## config.mk

```make
export PLATFORM = sky130hd
export DESIGN_NAME = hdlc_tx_top
export DESIGN_NICKNAME = d
export VERILOG_FILES = /design/src/rtl/hdlc_tx_pkg.sv /design/src/rtl/hdlc_tx_fifo.sv /design/src/rtl/hdlc_tx_level.sv /design/src/rtl/hdlc_tx_crc.sv /design/src/rtl/hdlc_tx_top.sv
export SDC_FILE = /design/constraint.sdc
export NUM_CORES = 1
export LEC_CHECK = 0
export BUFFER_PORTS_ARGS = -buffer_cell sky130_fd_sc_hd__buf_2
export CAP_MARGIN = 0
export CORE_MARGIN = 2
export CORE_UTILIZATION = 23
export DETAILED_ROUTE_END_ITERATION = 8
export PLACE_DENSITY = 0.46
export SLEW_MARGIN = 20
export SYNTH_ARGS = -nofsm -noshare
export SYNTH_HDL_FRONTEND = slang
export SYNTH_SLANG_ARGS = --single-unit
```

## constraint.sdc

```tcl
create_clock -name clk -period 5.55 [get_ports clk]
set_input_delay 0.555 -clock clk [delete_from_list [all_inputs] [get_ports clk]]
set_output_delay 0.555 -clock clk [all_outputs]
set_load 0.02 [all_outputs]
```

## src/rtl/hdlc_tx_pkg.sv

```systemverilog
package hdlc_tx_pkg;

  typedef struct packed {
    logic       eop;
    logic       abort;
    logic [7:0] data;
  } tx_entry_t;

  typedef enum logic [2:0] {
    ST_IDLE,
    ST_DATA,
    ST_FCS_LO,
    ST_FCS_HI,
    ST_CLOSE
  } tx_state_e;

  localparam logic [7:0] FLAG_BYTE = 8'h7E;
  localparam logic [7:0] ONES_BYTE = 8'hFF;

  localparam logic [1:0] LVL_FULL  = 2'b00;
  localparam logic [1:0] LVL_HIGH  = 2'b01;
  localparam logic [1:0] LVL_LOW   = 2'b11;
  localparam logic [1:0] LVL_EMPTY = 2'b10;

endpackage

```

## src/rtl/hdlc_tx_fifo.sv

```systemverilog
module hdlc_tx_fifo
  import hdlc_tx_pkg::*;
#(
  parameter int DEPTH = 16
) (
  input  logic                       clk,
  input  logic                       rst,
  input  logic                       wr_en,
  input  tx_entry_t                  wr_entry,
  input  logic                       rd_en,
  output tx_entry_t                  head,
  output logic [$clog2(DEPTH+1)-1:0] count,
  output logic                       empty
);
  localparam int AW = $clog2(DEPTH);
  localparam int CW = $clog2(DEPTH + 1);

  tx_entry_t         mem_q [DEPTH];
  logic [AW-1:0]     wr_ptr_q, rd_ptr_q;
  logic [CW-1:0]     count_q;
  logic              do_wr, do_rd;

  assign do_wr = wr_en && (count_q != CW'(DEPTH));
  assign do_rd = rd_en && (count_q != '0);

  always_ff @(posedge clk) begin
    if (do_wr) mem_q[wr_ptr_q] <= wr_entry;
  end

  always_ff @(posedge clk) begin
    if (rst) begin
      wr_ptr_q <= '0;
      rd_ptr_q <= '0;
      count_q  <= '0;
    end else begin
      if (do_wr) wr_ptr_q <= (wr_ptr_q == AW'(DEPTH - 1)) ? '0 : wr_ptr_q + 1'b1;
      if (do_rd) rd_ptr_q <= (rd_ptr_q == AW'(DEPTH - 1)) ? '0 : rd_ptr_q + 1'b1;
      case ({do_wr, do_rd})
        2'b10:   count_q <= count_q + 1'b1;
        2'b01:   count_q <= count_q - 1'b1;
        default: count_q <= count_q;
      endcase
    end
  end

  assign head  = mem_q[rd_ptr_q];
  assign count = count_q;
  assign empty = (count_q == '0);

  // a full queue that is not read keeps its level whatever is written
  p_full_hold_r11: assert property (@(posedge clk) disable iff (rst)
    (count_q == CW'(DEPTH) && !rd_en) |=> (count_q == CW'(DEPTH)));

endmodule

```

## src/rtl/hdlc_tx_level.sv

```systemverilog
module hdlc_tx_level
  import hdlc_tx_pkg::*;
#(
  parameter int DEPTH    = 16,
  parameter int LOW_THR  = 5,
  parameter int HIGH_THR = 15
) (
  input  logic                       clk,
  input  logic                       rst,
  input  logic [$clog2(DEPTH+1)-1:0] count,
  input  logic                       thr_high,
  output logic [1:0]                 code
);
  localparam int CW = $clog2(DEPTH + 1);

  logic [CW-1:0] thr_v;
  logic [1:0]    code_q;

  assign thr_v = thr_high ? CW'(HIGH_THR) : CW'(LOW_THR);

  always_ff @(posedge clk) begin
    if (rst)                         code_q <= LVL_EMPTY;
    else if (count == '0)            code_q <= LVL_EMPTY;
    else if (count == CW'(DEPTH))    code_q <= LVL_FULL;
    else if (count >= thr_v)         code_q <= LVL_HIGH;
    else                             code_q <= LVL_LOW;
  end

  assign code = code_q;

  // the empty and full codes only follow an empty or full queue
  p_empty_code_r9: assert property (@(posedge clk) disable iff (rst)
    (code_q == LVL_EMPTY) |-> ($past(count) == '0));
  p_full_code_r9: assert property (@(posedge clk) disable iff (rst)
    (code_q == LVL_FULL) |-> ($past(count) == CW'(DEPTH)));

endmodule

```

## src/rtl/hdlc_tx_crc.sv

```systemverilog
module hdlc_tx_crc #(
  parameter logic [15:0] POLY = 16'h8408
) (
  input  logic [15:0] crc_in,
  input  logic [7:0]  data,
  output logic [15:0] crc_out
);
  always_comb begin
    logic [15:0] c;
    c = crc_in;
    for (int i = 0; i < 8; i++) begin
      if (c[0] ^ data[i]) c = (c >> 1) ^ POLY;
      else                c = c >> 1;
    end
    crc_out = c;
  end
endmodule

```

## src/rtl/hdlc_tx_top.sv

```systemverilog
module hdlc_tx_top
  import hdlc_tx_pkg::*;
#(
  parameter int DEPTH        = 16,
  parameter int LOW_THR      = 5,
  parameter int HIGH_THR     = 15,
  parameter int CLKS_PER_BIT = 4
) (
  input  logic       clk,
  input  logic       rst,
  input  logic       wr_en,
  input  logic [7:0] wr_byte,
  input  logic       eop_req,
  input  logic       abort_req,
  input  logic       tx_enable,
  input  logic       flag_fill,
  input  logic       transparent,
  input  logic       thr_high,
  output logic       tx_d,
  output logic       tx_stb,
  output logic [1:0] fifo_code
);
  localparam int CW = $clog2(DEPTH + 1);
  localparam int DW = $clog2(CLKS_PER_BIT);

  // tag request latches
  logic      eop_pend_q, abort_pend_q;
  tx_entry_t wr_ent;

  assign wr_ent = '{eop: eop_pend_q | eop_req, abort: abort_pend_q | abort_req, data: wr_byte};

  always_ff @(posedge clk) begin
    if (rst) begin
      eop_pend_q   <= 1'b0;
      abort_pend_q <= 1'b0;
    end else if (wr_en) begin
      eop_pend_q   <= 1'b0;
      abort_pend_q <= 1'b0;
    end else begin
      if (eop_req)   eop_pend_q   <= 1'b1;
      if (abort_req) abort_pend_q <= 1'b1;
    end
  end

  // queue and level
  tx_entry_t     head;
  logic [CW-1:0] count;
  logic          empty, rd_en;

  hdlc_tx_fifo #(.DEPTH(DEPTH)) i_fifo (
    .clk(clk), .rst(rst), .wr_en(wr_en), .wr_entry(wr_ent), .rd_en(rd_en),
    .head(head), .count(count), .empty(empty)
  );

  hdlc_tx_level #(.DEPTH(DEPTH), .LOW_THR(LOW_THR), .HIGH_THR(HIGH_THR)) i_level (
    .clk(clk), .rst(rst), .count(count), .thr_high(thr_high), .code(fifo_code)
  );

  // bit timing and line state
  logic [DW-1:0] div_q;
  logic          tick, load;
  logic [7:0]    sh_q;
  logic [3:0]    bits_left_q;
  logic [2:0]    ones_q;
  logic          stuff_q, drop_q, tx_d_q, tx_stb_q;
  tx_state_e     state_q;
  logic [15:0]   crc_q, crc_nx;

  assign tick = (div_q == DW'(CLKS_PER_BIT - 1));
  assign load = !tick && (bits_left_q == 4'd0);

  hdlc_tx_crc i_crc (.crc_in(crc_q), .data(head.data), .crc_out(crc_nx));

  // next unit selection
  logic [7:0] ld_byte;
  logic       ld_stuff, ld_pop, crc_init, crc_step, drop_set;
  tx_state_e  nxt_state;

  always_comb begin
    ld_byte   = ONES_BYTE;
    ld_stuff  = 1'b0;
    ld_pop    = 1'b0;
    crc_init  = 1'b0;
    crc_step  = 1'b0;
    drop_set  = 1'b0;
    nxt_state = state_q;
    if (transparent) begin
      nxt_state = ST_IDLE;
      if (tx_enable && !empty && !drop_q) begin
        ld_byte = head.data;
        ld_pop  = 1'b1;
      end
    end else begin
      case (state_q)
        ST_IDLE: begin
          if (tx_enable && !empty && !drop_q) begin
            ld_byte   = FLAG_BYTE;
            crc_init  = 1'b1;
            nxt_state = ST_DATA;
          end else begin
            ld_byte = flag_fill ? FLAG_BYTE : ONES_BYTE;
          end
        end
        ST_DATA: begin
          if (empty) begin
            ld_byte   = ONES_BYTE;
            nxt_state = ST_IDLE;
          end else if (head.abort) begin
            ld_pop    = 1'b1;
            ld_byte   = ONES_BYTE;
            drop_set  = !head.eop;
            nxt_state = ST_IDLE;
          end else begin
            ld_pop    = 1'b1;
            ld_byte   = head.data;
            ld_stuff  = 1'b1;
            crc_step  = 1'b1;
            nxt_state = head.eop ? ST_FCS_LO : ST_DATA;
          end
        end
        ST_FCS_LO: begin
          ld_byte   = ~crc_q[7:0];
          ld_stuff  = 1'b1;
          nxt_state = ST_FCS_HI;
        end
        ST_FCS_HI: begin
          ld_byte   = ~crc_q[15:8];
          ld_stuff  = 1'b1;
          nxt_state = ST_CLOSE;
        end
        default: begin
          ld_byte   = FLAG_BYTE;
          nxt_state = ST_IDLE;
        end
      endcase
    end
  end

  assign rd_en = (load && ld_pop) || (drop_q && !empty);

  always_ff @(posedge clk) begin
    if (rst) begin
      div_q       <= '0;
      tx_d_q      <= 1'b1;
      tx_stb_q    <= 1'b0;
      sh_q        <= ONES_BYTE;
      bits_left_q <= 4'd0;
      ones_q      <= 3'd0;
      stuff_q     <= 1'b0;
      state_q     <= ST_IDLE;
      crc_q       <= 16'hFFFF;
      drop_q      <= 1'b0;
    end else begin
      div_q    <= tick ? '0 : div_q + 1'b1;
      tx_stb_q <= tick;
      if (tick) begin
        if (ones_q == 3'd5) begin
          tx_d_q <= 1'b0;
          ones_q <= 3'd0;
        end else if (bits_left_q != 4'd0) begin
          tx_d_q      <= sh_q[0];
          sh_q        <= {1'b1, sh_q[7:1]};
          bits_left_q <= bits_left_q - 1'b1;
          ones_q      <= (stuff_q && sh_q[0]) ? ones_q + 1'b1 : 3'd0;
        end else begin
          tx_d_q <= 1'b1;
        end
      end else if (load) begin
        sh_q        <= ld_byte;
        bits_left_q <= 4'd8;
        stuff_q     <= ld_stuff;
        state_q     <= nxt_state;
        if (crc_init)      crc_q <= 16'hFFFF;
        else if (crc_step) crc_q <= crc_nx;
      end
      if (load && drop_set)                drop_q <= 1'b1;
      else if (drop_q && !empty && head.eop) drop_q <= 1'b0;
    end
  end

  assign tx_d   = tx_d_q;
  assign tx_stb = tx_stb_q;

  // each line bit gets a single-clock strobe
  p_single_strobe_r1: assert property (@(posedge clk) disable iff (rst)
    tx_stb |=> !tx_stb);
  // any write leaves no armed tag behind
  p_tag_clear_r3: assert property (@(posedge clk) disable iff (rst)
    wr_en |=> (!eop_pend_q && !abort_pend_q));
  // with transmission disabled an idle transmitter stays idle
  p_hold_idle_r7: assert property (@(posedge clk) disable iff (rst)
    (state_q == ST_IDLE && !tx_enable) |=> (state_q == ST_IDLE));

endmodule

```

### After elaboration in Yosys (flattened, before gate mapping)

Memory sizes are Yosys's and may differ from the RTL's. A register that Yosys moved wholly into a read port is not among the register bits.
Index checks and enable logic that the tools add are counted.

* flip-flop bits (word level): 57
* RAM bits: 160
* bits in latches: 0
* memories kept: 1
* output and inout bits: 4
* logic and storage cells: 160
* memory bits (read-only): 0

* shift-type cells: 0
* div/mod/pow operators: 0
* add/subtract/negate cells: 7
* multiply operators: 0
* bitwise gates (word level): 21
* reduce and logical (&&, ||, !) cells: 35
* equal/unequal tests: 14
* mux-type cells: 64
* $lt $le $gt $ge: 1

Memories
* i_fifo.mem_q: depth 16, width 10, read ports 1, clocked after Yosys merged registers in 1, wr ports 1, RTL line hdlc_tx_fifo.sv:18 `tx_entry_t mem_q [DEPTH];`

Operators by type and width (count)
* 2-to-1 mux 16 bit: 10
* 2-to-1 mux 8 bit: 10
* 2-to-1 mux 4 bit: 9
* case mux 8 bit (4 select lines): 1
* inverter 2 -> 3 bit: 8
* 2-to-1 mux 1 bit: 21
* inverter 8 bit: 2
* 2-to-1 mux 3 bit: 5
* case mux 3 bit (4 select lines): 1
* logical AND 1 bit: 10
* 2-to-1 mux 2 bit: 5
* case mux 5 bit (2 select lines): 1
* nonzero test 2 bit: 5
* AND reduction 3 bit: 3
* adder 4 x 1 -> 4 bit, second input constant: 2
* equality test 4 bit, second input constant: 2
* OR reduction 2 bit: 4
* XOR 1 bit: 8
* equality test 3 x 2 -> 1 bit, second input constant: 2
* adder 5 x 1 -> 5 bit, second input constant: 1
* equality test 5 bit, second input constant: 1
* greater-or-equal comparator 5 bit: 1
* logical NOT 5 bit: 1
* inequality test 5 bit, second input constant: 1
* other kinds (22): 28

### Depth between registers and ports, before layout

Gate-level depths: netlist of the first run.

* depth in word-level cells: 18
* mapped depth: 16
* depth with buffers taken out: 15

### Modules after synthesis

A second synthesis of the first run with hierarchy kept.

* cell total of the unflattened synthesis: 640
* area total of the unflattened synthesis: 9758.1 µm²

Modules (own cells, without submodules)
* hdlc_tx_fifo: seq. area each 5144.9 µm², times used 1, cells an instance 339, area each 7036.7 µm²
* hdlc_tx_top: seq. area each 840.8 µm², times used 1, cells an instance 265, area each 2214.6 µm²
* hdlc_tx_crc: seq. area each 0.0 µm², times used 1, cells an instance 25, area each 391.6 µm²
* hdlc_tx_level: seq. area each 40.0 µm², times used 1, cells an instance 11, area each 115.1 µm²

### Worst setup path after synthesis of the first run

Ideal clock, no wire load.

* kind: register to register
* start point: register bits_left_q[0]
* end point: register i_fifo.count_q[4] (netlist: i_fifo.count[4])
* stages on the path, launching flop included: 17
* setup slack: 2325 ps
* buffers on the path: 1
* arrival time: 3154 ps
* library setup time: 70 ps
* cells stage by stage: dfxtp_1 -> inv_1 -> ha_1 -> or3b_1 -> nor2_1 -> a21oi_1 -> nor2_2 -> ha_1 -> clkbuf_1 -> xor2_1 -> ha_1 -> o21ai_0 -> a21oi_1 -> a21oi_1 -> xor2_1 -> or3_1 -> a21oi_1

* longest elaborated chain between the ends: 7
* elaborated cells between the ends (all ways): 9
* those cells by class: eq/ne: 2; mux: 1; reduce/logical: 6

Ends and longest elaborated chain
* from (decl): RTL line hdlc_tx_top.sv:63 `logic [3:0] bits_left_q;`
* from (signal assigned): RTL line hdlc_tx_top.sv:163 `bits_left_q <= bits_left_q - 1'b1;`
* logical NOT 4 bit *: RTL line hdlc_tx_top.sv:70 `assign load = !tick && (bits_left_q == 4'd0);`
* logical AND 1 bit *: RTL line hdlc_tx_top.sv:70
* logical AND 1 bit *: RTL line hdlc_tx_top.sv:139 `assign rd_en = (load && ld_pop) || (drop_q && !empty);`
* logical OR 1 bit *: RTL line hdlc_tx_top.sv:139
* logical AND 1 bit *: RTL line hdlc_tx_fifo.sv:24 `assign do_rd = rd_en && (count_q != '0);`
* equality test 2 x 1 -> 1 bit or equality test 2 bit (tied branches): RTL line hdlc_tx_fifo.sv:38 `case ({do_wr, do_rd})`
* case mux 5 bit (2 select lines) or nonzero test 2 bit (tied branches)
* to (signal assigned): RTL line hdlc_tx_fifo.sv:39 `2'b10: count_q <= count_q + 1'b1;`
* to (signal assigned): RTL line hdlc_tx_fifo.sv:40 `2'b01: count_q <= count_q - 1'b1;`
* to (signal assigned): RTL line hdlc_tx_fifo.sv:41 `default: count_q <= count_q;`
* to (decl): RTL line hdlc_tx_fifo.sv:20 `logic [CW-1:0] count_q;`

Every way passes the cells marked *; elsewhere a longest branch is shown, timed or not.
A chain may end at the register's enable or synchronous reset.

### Final worst setup path of the first run

* start point: register state_q[0]
* end point: register i_fifo.count_q[4] (netlist: i_fifo.count[4])

* longest elaborated chain between the ends: 8
* elaborated cells between the ends (all ways): 10
* those cells by class: eq/ne: 3; mux: 3; reduce/logical: 4

Ends and longest elaborated chain
* from (decl): RTL line hdlc_tx_top.sv:66 `tx_state_e state_q;`
* from (signal assigned): RTL line hdlc_tx_top.sv:172 `state_q <= nxt_state;`
* equality test 3 x 1 -> 1 bit *: RTL line hdlc_tx_top.sv:94 `case (state_q)`
* 2-to-1 mux 1 bit *: RTL line hdlc_tx_top.sv:94
* 2-to-1 mux 1 bit *: RTL line hdlc_tx_top.sv:87 `if (transparent) begin`
* logical AND 1 bit *: RTL line hdlc_tx_top.sv:139
* logical OR 1 bit *: RTL line hdlc_tx_top.sv:139
* logical AND 1 bit *: RTL line hdlc_tx_fifo.sv:24
* equality test 2 x 1 -> 1 bit or equality test 2 bit (tied branches): RTL line hdlc_tx_fifo.sv:38
* case mux 5 bit (2 select lines) or nonzero test 2 bit (tied branches)

Marked as above.

==> out/results.env, run 1 <==
FIN_CELLS=1233
CTS_ROOT_BUF='clkbuf_16'
SYNTH_COMMONEST_CELLS='edfxtp_1 (160), dfxtp_1 (61), nor2_1 (59)'
CRIT_PATH_START='state_q[0]'
CP_NUM_CELLS=13
FINAL.SETUP.TNS_NS=0
DRCVIOLATIONCOUNT=0
TIMING.CRITICAL_PATH.FANOUT_MAX=19
PLACED_INSTS=1190
TIMING.CRITICAL_PATH.ARRIVAL_NS=4.02
POST_CTS_HOLD_BUFFER_COUNT=0
PLACE_HPWL_MM=13.7
DRT_ITER0_DRC=375
YOSYS-TOP-CELLS-AREA='edfxtp_1 (51%), dfxtp_1 (13%), mux4_2 (7.1%)'
REG2REG_FROM='state_q[0]'
POST_CTS.REPAIR.SETUP_BUFFERS=0
YS.WARNINGS.COUNT=0
NUMBER_OF_BUFFERS_INSERTED_DURING_CLOCK_TREE_SYNTHESIS=24
WORSTSETUPENDPOINTTYPE='register'
WORST_EP_REQUIRED_TIME_NS=5.98
N_ANTENNA_CELL=0
FIN_CRIT_SH=0.646
DIE_H_MICRONS=207
POST_CTS.RESIZED_INSTANCES=0
SYN_AVG_CELL_AREA_SQ_UM=14.6
GRT_MAX_DEGREE=48
FIN_SKEW_NS=0.0272
GRT_FIRST_PASS_WIRELENGTH_MM=33.4
SYNTH_EDF_COUNT=160
ENDPOINT='i_fifo.count[4]'
SYNTH_CELLS=652
USE_MET3=0.0174
CP_COMMON_CELL='a21oi_1'
CORE_AREA_SQ_MM=0.0408
FINALWORSTPATHREQUIREDPERIOD_NS=3.59
YS.FLOP_TYPE='edfxtp_1'
SYN_TO_FINAL_GROWTH_PCT=15.6
POWER_DENSITY_NORMALIZED_TO_CELL_AREA_mW_PER_MM2=338
FINAL-HOLD-VIOLATION-COUNT=0
NET_COUNT_AFTER_SYNTHESIS=684
WORSTHOLDPATHTYPE='in2reg'
TRITONCTS='done'
BUFFER_PORTS.INSERTED=20
DESIGN.DIE.AREA_SQ_MM=0.0430
GRTUSAGEMET2=0.161
POST_ROUTE_CELLS_DRIVE_ABOVE_1_SHARE=0.191
FIN_NETS=716
CELL_LEAKAGE_POWER_nW=3.49
ASYNC_FLOP_SHARE=0
RSZ0062_AT_GRT='false'
CLKSLEWWORSTSETUPHOLDPATHS_NS=0.06
COUNT_OF_STATE_ELEMENTS_AFTER_SYNTHESIS=221
DRV.MAX_CAP_VIOLATION_COUNT=0
WORSTSETUPSTARTPOINTTYPE='register'
CRIT_CHAIN='or3b_1, o21ai_0, a21oi_1, nor2_2, ha_1, xor2_1, ha_1, o21ai_0, a21oi_1, a21oi_1, xor2_1, or3_1, a21oi_1'
GR-MAX-USAGE-LAYER='met2'
WORST_PATH_MAX_DELAY_CELL='dfxtp_1'
GP_ROUTABILITY_CONGESTION=0.778
GRT_ANTENNA_BEFORE_REPAIR=1
ROWS=74
PLACED_AREA_SQ_MM=0.0103
ROUTED_WIRELENGTH_MM=21.8
SLEW-LIMIT-HEADROOM=0.387
POST-SYNTH-TOP-COUNT-CELL='edfxtp_1'
IO-PIN-COUNT=21
PATH_CLASS='reg2reg'
DIE_X_MICRONS=207
WORST-SLEW-PIN-TRANSITION_NS=0.918
GRT_UTIL_ALL_LAYERS=0.101
ENDPOINT_OF_THE_WORST_REGISTER_TO_REGISTER_PATH='i_fifo.count[4]'
FIRST_GLOBAL_VIAS=5267
MAPPEDNETLISTAREA_SQ_MM=0.00951
CTS_NUM_SINKS=221
GRTUSAGEMET1=0.142
VDD_IR_DROP_MAX_mV=0.219
R2R_SETUP_SLACK_NS=1.96
YS_SEQ_AREA_FRAC=0.633
DRV_SLEW=0
START_UTIL=0.233
DR_TOTAL_VIAS=5341
TIMING.CRITICAL_PATH.SLOWEST_CELL_DELAY_NS=0.70
GR-TOTAL-OVERFLOW=0
CLOCK_LATENCY_NS=0.53
FINAL_CELL_AREA_SQ_MM=0.0110
SYNTH_CELL_TYPE_COUNT=58
STATUS='finished clean'
YOSYSTOPAREACELLSHARE=0.505
TIMING.CRITICAL_PATH.BUF_INV=0
FIN_UTIL=0.269
POST_ROUTE_ANT_NETS=0
FMAX_MHz=279
CTS.HTREE.LEVELS=1
FINALPOWER_mW=3.72
FF2FF_PATH_DEPTH=13
PER_CELL_VIA_COUNT_IN_THE_ROUTED_DESIGN=4.33
CTS-ROOT-TO-SINK-BUFFERS=3
DRT_FIRST_PASS_ITERS=4
CELL_TYPE_CONTRIBUTING_THE_MOST_TOTAL_CELL_AREA_AFTER_SYNTHESIS='edfxtp_1'
REPORT.FINAL.SETUP_VIOL=0
DRT-WIRELENGTH-PER-CELL_MICRONS=17.6
CPLARGESTDELAYFAMILY='simple AND/OR/NAND/NOR gates'
power by group:
| group | internal (mW) | switching, mW |
|---|---|---|
| Combinational | 0.146 | 0.212 |
| Sequential | 1.81 | 0.0369 |
| Clock | 0.861 | 0.647 |
through the flow:
stage          hold WS (ns)  worst slack [ns]
2_1_floorplan         0.404              2.33
3_3_place_gp          0.415              2.06
3_5_place_dp          0.420              2.04
4_1_cts               0.226              2.00
5_1_grt               0.238              1.55
6_report              0.243              1.96
final cells by class:
cell class	count	area (sq um)
fill	4168	29800
sequential	221	6030
multi-input combinational	382	3250
clock buffer	34	689
tap	532	666
timing repair buffer	41	258
inverter	14	52.6
clock inverter	9	48.8
registers in the layout (all words and copies together), names as in the netlist, 2 cells and up, named ones only:
name             flops
i_fifo.count         5
i_fifo.mem_q       160
bits_left_q          4
ones_q               3
i_fifo.wr_ptr_q      4
sh_q                 8
crc_q               16
i_level.code         2
div_q                2
state_q              3
i_fifo.rd_ptr_q      4
layer usage:
metal,share of wire,wire length [microns],vias to the layer above
met5,0.00051,11,-
met4,0.020,436,2
met3,0.032,702,31
met2,0.46,10000,74
met1,0.49,10600,2693
li1,-,-,2541
cells by family after synthesis:
family                     count (synthesis)  synth area share
DFF                                      221             0.633
and+or+nand+nor                          150            0.0790
AOI/OAI and AO/OA                        105            0.0643
muxes                                     79             0.137
buffers and inverters                     49            0.0274
xor gates and xnor gates                  33            0.0388
adders and majority gates                 15            0.0197
worst min-delay path by stage:
stage          startpoint          to  slack (ns)  cells after the start
6_report            wr_en  eop_pend_q        0.24                      2
5_1_grt             wr_en  eop_pend_q        0.24                      2
4_1_cts             wr_en  eop_pend_q        0.23                      2
3_5_place_dp     div_q[0]    div_q[0]        0.42                      1
3_3_place_gp     div_q[0]    div_q[0]        0.41                      1
2_1_floorplan    div_q[0]    div_q[0]        0.40                      1
placed cells by master (no fill, tap or decap), drive strengths merged, types with 2 or more instances in the layout:
master / netlist / routed
a31oi: 3 / 3
ha: 15 / 15
edfxtp: 160 / 160
mux2: 4 / 4
nor4: 4 / 4
nor3b: 4 / 4
and3: 2 / 2
nor4b: 5 / 5
nor2: 60 / 60
o22ai: 3 / 3
or3: 8 / 8
xnor2: 17 / 17
a211oi: 2 / 2
or3b: 3 / 3
nor2b: 2 / 2
buf: 17 / 41
a221oi: 7 / 7
inv: 14 / 14
a22o: 2 / 2
a21oi: 47 / 47
o21ai: 30 / 30
a311oi: 2 / 2
clkbuf: 18 / 34
nand4: 2 / 2
and2: 4 / 4
or2: 9 / 9
nand2b: 8 / 8
xor2: 15 / 15
nand2: 25 / 25
clkinv: 0 / 9
dfxtp: 61 / 61
nor3: 12 / 12
mux4: 36 / 36
mux2i: 39 / 39
No activity file was read; power rests on OpenSTA's default activity.
==> run 2, diff against run 1 <==
- PLACE_DENSITY: 0.46 -> 0.47
- clock period: 5.55 -> 3.15 ns (I/O delays scaled with it)
==> out/results.env, run 2 (synthesis results as in run 1) <==
STATUS='finished clean'
DIE_X_MICRONS=207  # unchanged
CP_COMMON_CELL='a21oi_1'
TRITONCTS='done'
CRIT_CHAIN='inv_1, ha_1, or3b_1, nor2_1, a21oi_1, nor2_2, ha_1, xor2_1, ha_1, o21ai_0, a21oi_1, a21oi_1, xor2_1, or3_1, a21oi_1'
DR_TOTAL_VIAS=5454  # +2.1%
PER_CELL_VIA_COUNT_IN_THE_ROUTED_DESIGN=4.34  # about the same
WORSTSETUPENDPOINTTYPE='register'
CTS_NUM_SINKS=221  # unchanged
ROUTED_WIRELENGTH_MM=21.6  # -0.59%
WORSTHOLDPATHTYPE='in2reg'
TIMING.CRITICAL_PATH.BUF_INV=1  # +1
CELL_LEAKAGE_POWER_nW=3.66  # +4.8%
WORST-SLEW-PIN-TRANSITION_NS=0.953  # +0.0349 ns
TIMING.CRITICAL_PATH.FANOUT_MAX=4  # -15
TIMING.CRITICAL_PATH.ARRIVAL_NS=3.27  # -0.75 ns
FIN_SKEW_NS=0.0121  # -0.0151 ns
IO-PIN-COUNT=21  # unchanged
GR-TOTAL-OVERFLOW=0  # unchanged
WORSTSETUPSTARTPOINTTYPE='register'
GRT_ANTENNA_BEFORE_REPAIR=1  # unchanged
DRV_SLEW=0  # unchanged
POST_ROUTE_ANT_NETS=0  # unchanged
DESIGN.DIE.AREA_SQ_MM=0.0430  # unchanged
R2R_SETUP_SLACK_NS=0.32  # -1.64 ns
BUFFER_PORTS.INSERTED=20  # unchanged
GRT_MAX_DEGREE=48  # unchanged
POST_ROUTE_CELLS_DRIVE_ABOVE_1_SHARE=0.219  # +0.0279
SLEW-LIMIT-HEADROOM=0.364  # -0.0226
PATH_CLASS='reg2reg'
FINAL-HOLD-VIOLATION-COUNT=0  # unchanged
POWER_DENSITY_NORMALIZED_TO_CELL_AREA_mW_PER_MM2=607  # +79%
FINALPOWER_mW=6.84  # +84%
AREA_OCCUPIED_BY_MULTI_INPUT_GATES_SQ_MM=0.00325  # -0.15%
GRT_UTIL_ALL_LAYERS=0.100  # -0.000679
WORST_PATH_MAX_DELAY_CELL='or3b_1'
FIRST_GLOBAL_VIAS=5593  # +6.2%
VDD_IR_DROP_MAX_mV=0.344  # +57%
POST_CTS_HOLD_BUFFER_COUNT=1  # +1
CLKSLEWWORSTSETUPHOLDPATHS_NS=0.06  # about the same
N_ANTENNA_CELL=0  # unchanged
CPLARGESTDELAYFAMILY='simple AND/OR/NAND/NOR gates'
START_UTIL=0.233  # unchanged
CTS-ROOT-TO-SINK-BUFFERS=3  # unchanged
BIGGESTREGSBYFLOPS='i_fifo.mem_q: 160 flops, crc_q: 16 flops, sh_q: 8 flops'
REGISTER_WITH_THE_HIGHEST_FLOP_COUNT='i_fifo.mem_q'
DRV.MAX_CAP_VIOLATION_COUNT=0  # unchanged
GP_ROUTABILITY_CONGESTION=0.762  # -2.2%
RSZ0062_AT_GRT='false'
CTS.HTREE.LEVELS=1  # unchanged
DRT-WIRELENGTH-PER-CELL_MICRONS=17.2  # -2.6%
GRT_FIRST_PASS_WIRELENGTH_MM=33.8  # +0.95%
FINALWORSTPATHREQUIREDPERIOD_NS=2.83  # -0.759 ns
DRT_ITER0_DRC=320  # -15%
ROWS=74  # unchanged
FINAL.SETUP.TNS_NS=0  # unchanged
FIN_NETS=741  # +3.5%
DRT_FIRST_PASS_ITERS=4  # unchanged
MOSTFREQUENTLAYOUTCELL='edfxtp_1'
DRCVIOLATIONCOUNT=0  # unchanged
AREA_TAKEN_BY_FLIP_FLOPS_AND_LATCHES_SQ_MM=0.00603  # unchanged
SYN_TO_FINAL_GROWTH_PCT=18.6
TIMING.CRITICAL_PATH.SLOWEST_CELL_DELAY_NS=0.38  # -0.32 ns
PLACE_HPWL_MM=14.2  # +4.0%
NUMBER_OF_BUFFERS_INSERTED_DURING_CLOCK_TREE_SYNTHESIS=24  # unchanged
CLOCK_LATENCY_NS=0.52  # about the same
LARGEST_REGISTER_FF_COUNT=160  # unchanged
DIE_H_MICRONS=207  # unchanged
REPORT.FINAL.SETUP_VIOL=0  # unchanged
MOSTFREQUENTLAYOUTCELLS='edfxtp_1 (160), nor2_1 (59), dfxtp_1 (59), a21oi_1 (47), buf_4 (43)'
CORE_AREA_SQ_MM=0.0408  # unchanged
WORST_EP_REQUIRED_TIME_NS=3.59  # -2.39 ns
CTS_ROOT_BUF='clkbuf_16'
FMAX_MHz=354  # +27%
POST_CTS.REPAIR.SETUP_BUFFERS=0  # unchanged
FIN_CRIT_SH=0.897  # +0.251
FILLERINSTANCES=4155  # -0.31%
POST_CTS.RESIZED_INSTANCES=0  # unchanged
run 2: path summary, 6_finish.rpt:
check	startpoint	endpoint	depth (start not counted)
max	bits_left_q[0]	i_fifo.count[4]	15
min	wr_byte[5]	i_fifo.mem_q[2][5]	1
max reg2reg	bits_left_q[0]	i_fifo.count[4]	15
min reg2reg	div_q[0]	div_q[0]	1
run 2: stage by stage:
stage / hold WS, ns / instance area [sq um] / util / cells / setup WS (ns)
final: 0.178 / 11300 / 0.276 / 1258 / 0.323
after floorplan: 0.391 / 9510 / - / 652 / 0.0375
after CTS: 0.163 / 11300 / 0.276 / 1258 / 0.297
after global routing: 0.181 / 11300 / 0.276 / 1258 / 0.0261
after global placement: 0.413 / 10500 / 0.256 / 1214 / 0.355
after detailed placement: 0.416 / 10500 / 0.256 / 1214 / 0.320
run 2: layout make-up:
cell class / count / share of cell area
flip-flops and latches: 221 / 0.534
multi-input cells: 382 / 0.288
well taps: 532 / 0.0590
clock buffers: 29 / 0.0568
repair buffers: 66 / 0.0419
clock inverters: 14 / 0.0153
inverters: 14 / 0.00466
run 2: metal layers:
| layer | global-route usage | up-vias | wire [microns] | share of wire |
|---|---|---|---|---|
| li1 | - | 2590 | - | - |
| met1 | 0.137 | 2752 | 10400 | 0.48 |
| met2 | 0.165 | 80 | 10100 | 0.47 |
| met3 | 0.0160 | 30 | 629 | 0.029 |
| met4 | 0.0259 | 2 | 488 | 0.023 |
| met5 | 0 | - | 11 | 0.00051 |
run 2: report_power, final:
part	switching, mW	internal (mW)	total (mW)
Clock	1.15	1.77	2.93
Combinational	0.393	0.282	0.675
Sequential	0.0493	3.20	3.24
==> run 3, diff against run 2 <==
- ABC_AREA: default -> 1
- MAX_ROUTING_LAYER: default -> met4
- REMOVE_ABC_BUFFERS: default -> 1
==> out/results.env, run 3 <==
DRT_FIRST_PASS_ITERS=5  # +1
HOLD_PATH_DEPTH=3  # +2
TIMING.FINAL.WS_SETUP_NS=0.298  # -0.0246 ns
REG2REG_FROM='bits_left_q[0]'
POWER_DENSITY_NORMALIZED_TO_CELL_AREA_mW_PER_MM2=627  # +3.2%
SYNTH_COMMONEST_CELLS='nand2_1 (300), edfxtp_1 (160), nand3_1 (135)'
SYN_TO_FINAL_GROWTH_PCT=17.2
COUNT_OF_STATE_ELEMENTS_AFTER_SYNTHESIS=221  # unchanged
VDD_IR_DROP_MAX_mV=0.401  # +17%
CLKSLEWWORSTSETUPHOLDPATHS_NS=0.06  # about the same
POST-SYNTH-TOP-COUNT-CELL='nand2_1'
WORST_PATH_MAX_DELAY_CELL='dfxtp_1'
CP_COMMON_CELL='nand2_1'
CLOCK_LATENCY_NS=0.56  # +0.04 ns
TRITONCTS='done'
FILLERINSTANCES=4605  # +11%
NUMBER_OF_BUFFERS_INSERTED_DURING_CLOCK_TREE_SYNTHESIS=26  # +8.3%
DRV_SLEW=0  # unchanged
BUFFER_PORTS.INSERTED=20  # unchanged
FINALWORSTPATHREQUIREDPERIOD_NS=2.85  # +0.0246 ns
YS_SEQ_AREA_FRAC=0.597  # -0.0367
DESIGN.DIE.AREA_SQ_MM=0.0456  # +6.0%
GRT_ANTENNA_BEFORE_REPAIR=0  # -1
PATH_CLASS='reg2reg'
CRIT_CHAIN='inv_1, ha_2, nand2_1, nor2_1, inv_1, nor2_2, nand2_1, nor2_2, nand2_1, nand3_4, ha_4, xor2_2, ha_1, a21o_1, nand2_1, nand2_1, a21oi_1, inv_1, o21ai_0, a21oi_1, o21ai_0, a21oi_1'
FIN_UTIL=0.274  # -0.00222
WORST-SLEW-PIN-TRANSITION_NS=0.749  # -0.204 ns
REGISTER_WITH_THE_HIGHEST_FLOP_COUNT='i_fifo.mem_q'
GRT_FIRST_PASS_WIRELENGTH_MM=40.8  # +21%
CTS.HTREE.LEVELS=1  # unchanged
SYNTH_CELLS=1091  # +67%
TIMING.CRITICAL_PATH.SLOWEST_CELL_DELAY_NS=0.32  # -0.06 ns
YOSYSTOPAREACELLSHARE=0.476  # -0.0292
FIRST_GLOBAL_VIAS=7007  # +25%
CTS_NUM_SINKS=221  # unchanged
SYNTH_CELL_TYPE_COUNT=39  # -33%
REPORT.FINAL.SETUP_VIOL=0  # unchanged
N_ANTENNA_CELL=0  # unchanged
ROUTED_WIRELENGTH_MM=26.4  # +22%
GRT_MAX_DEGREE=94  # +96%
FIN_CRIT_SH=0.905  # +0.00780
START_UTIL=0.234  # +0.000908
FINAL.HOLD.WORST_SLACK_NS=0.0274  # -0.151 ns
ROWS=76  # +2.7%
YS.WARNINGS.COUNT=0  # unchanged
YOSYS-TOP-CELLS-AREA='edfxtp_1 (48%), dfxtp_1 (12%), nand2_1 (11%)'
BIGGESTREGSBYFLOPS='i_fifo.mem_q: 160 flops, crc_q: 16 flops, sh_q: 8 flops'
FMAX_MHz=351  # -0.86%
WORSTHOLDPATHTYPE='in2reg'
PLACE_HPWL_MM=17.0  # +19%
CELL_LEAKAGE_POWER_nW=4.74  # +30%
DIE_X_MICRONS=214  # +3.0%
FINALPOWER_mW=7.41  # +8.3%
MAPPEDNETLISTAREA_SQ_MM=0.0101  # +6.1%
FINAL-HOLD-VIOLATION-COUNT=0  # unchanged
CTS_ROOT_BUF='clkbuf_16'
FIN_SKEW_NS=0.0133  # +0.00121 ns
DRT-WIRELENGTH-PER-CELL_MICRONS=15.2  # -12%
GRT_UTIL_ALL_LAYERS=0.121  # +0.0210
ASYNC_FLOP_SHARE=0  # unchanged
WORST_EP_REQUIRED_TIME_NS=3.59  # about the same
PLACE_WORST_SETUP_SLACK_NS=0.109  # -0.211 ns
DR_TOTAL_VIAS=7442  # +36%
TIMING.CRITICAL_PATH.ARRIVAL_NS=3.29  # +0.02 ns
HOLDCRITSTARTPOINT='abort_req'
PER_CELL_VIA_COUNT_IN_THE_ROUTED_DESIGN=4.28  # -1.3%
FF2FF_PATH_DEPTH=22  # +7
CTS-ROOT-TO-SINK-BUFFERS=3  # unchanged
POST_ROUTE_ANT_NETS=0  # unchanged
CORE_AREA_SQ_MM=0.0432  # +5.7%
ENDPOINT_OF_THE_WORST_REGISTER_TO_REGISTER_PATH='i_fifo.count[4]'
DIE_H_MICRONS=214  # +3.0%
FIN_NETS=1167  # +57%
LARGEST_REGISTER_FF_COUNT=160  # unchanged
POST_ROUTE_CELLS_DRIVE_ABOVE_1_SHARE=0.103  # -0.116
SYNTH_EDF_COUNT=160  # unchanged
WORSTSETUPENDPOINTTYPE='register'
SLEW-LIMIT-HEADROOM=0.500  # +0.135
FINAL.SETUP.TNS_NS=0  # unchanged
CELL_TYPE_CONTRIBUTING_THE_MOST_TOTAL_CELL_AREA_AFTER_SYNTHESIS='edfxtp_1'
R2R_SETUP_SLACK_NS=0.30  # -0.02 ns
TIMING.CRITICAL_PATH.FANOUT_MAX=4  # unchanged
YS.FLOP_TYPE='edfxtp_1'
SYN_AVG_CELL_AREA_SQ_UM=9.25  # -37%
MOSTFREQUENTLAYOUTCELL='nand2_1'
GR-TOTAL-OVERFLOW=0  # unchanged
GP_ROUTABILITY_CONGESTION=0.814  # +6.9%
MOSTFREQUENTLAYOUTCELLS='nand2_1 (300), edfxtp_1 (160), nand3_1 (135), inv_1 (114), nor2_1 (91)'
IO-PIN-COUNT=21  # unchanged
STATUS='finished clean'
WORSTSETUPSTARTPOINTTYPE='register'
DRCVIOLATIONCOUNT=0  # unchanged
DRT_ITER0_DRC=620  # +94%
HOLD-PATH-ENDPOINT='abort_pend_q'
DRV.MAX_CAP_VIOLATION_COUNT=0  # unchanged
## run 3: cell types whose count changed after synthesis, moves of 30 or more
cell and delta:
inv_1 +100, mux2i_1 -36, nor2_1 +37, mux4_2 -30, nand2_1 +275, nand3_1 +134
## run 3: timing repair
item | CTS | global route
hold buffers | 0 | 0
buffers inserted | 0 | 4
endpoints found under the setup margin | 0 | 2
resized for setup | 0 | 8
## run 3: cell type report
cell class              count  area, sq um  area share
repair buffers             56          408      0.0345
clock buffers              40          713      0.0603
inverters                 121          454      0.0384
clock inverters             7         92.6     0.00783
multi-input cells         709         3400       0.288
well taps                 585          732      0.0619
flip-flops and latches    221         6030       0.509
## run 3: logic make-up after synthesis
family,share of synthesized area
AO/OA/AOI/OAI,0.0729
adder cells (fa/ha/maj),0.0186
flip-flops,0.597
AND/OR/NAND/NOR,0.237
XOR/XNOR,0.00347
buffers and inverters,0.0711
## run 3: critical path: cells and delay by family (launching register included)
family	cells	cell delay, ns
fa+ha+maj	3	0.54
compound gates	6	0.71
simple gates	9	0.89
xor+xnor	1	0.06
flops	1	0.32
buf+inv	3	0.22
## run 3: power breakdown
group / switching [mW] / internal, mW / leakage (nW)
Sequential: 0.0822 / 3.23 / 1.94
Combinational: 0.838 / 0.402 / 2.42
Clock: 1.21 / 1.65 / 0.384
## run 3: through the flow
step | cell area [sq um] | std cells
global placement | 10900 | 1688
global route | 11800 | 1739
finish | 11800 | 1739
floorplan | 9830 | 1051
CTS | 11800 | 1735
detailed placement | 11000 | 1688
## run 3: per-layer routing
metal | global-route usage | wire (microns)
met5 | - | 0
met4 | 0.0292 | 535
met3 | 0.0227 | 1060
met2 | 0.189 | 12000
met1 | 0.162 | 12700
## run 3: worst max path at each step
stage,depth (start not counted),slack (ns),startpoint,end
4_1_cts,22,0.09,bits_left_q[0],i_fifo.count[4]
6_report,22,0.30,bits_left_q[0],i_fifo.count[4]
5_1_grt,22,-0.03,bits_left_q[0],i_fifo.count[4]
3_3_place_gp,22,0.11,bits_left_q[0],i_fifo.count[4]
3_5_place_dp,22,0.11,bits_left_q[0],i_fifo.count[4]
2_1_floorplan,13,-0.77,register,crc_q[0]
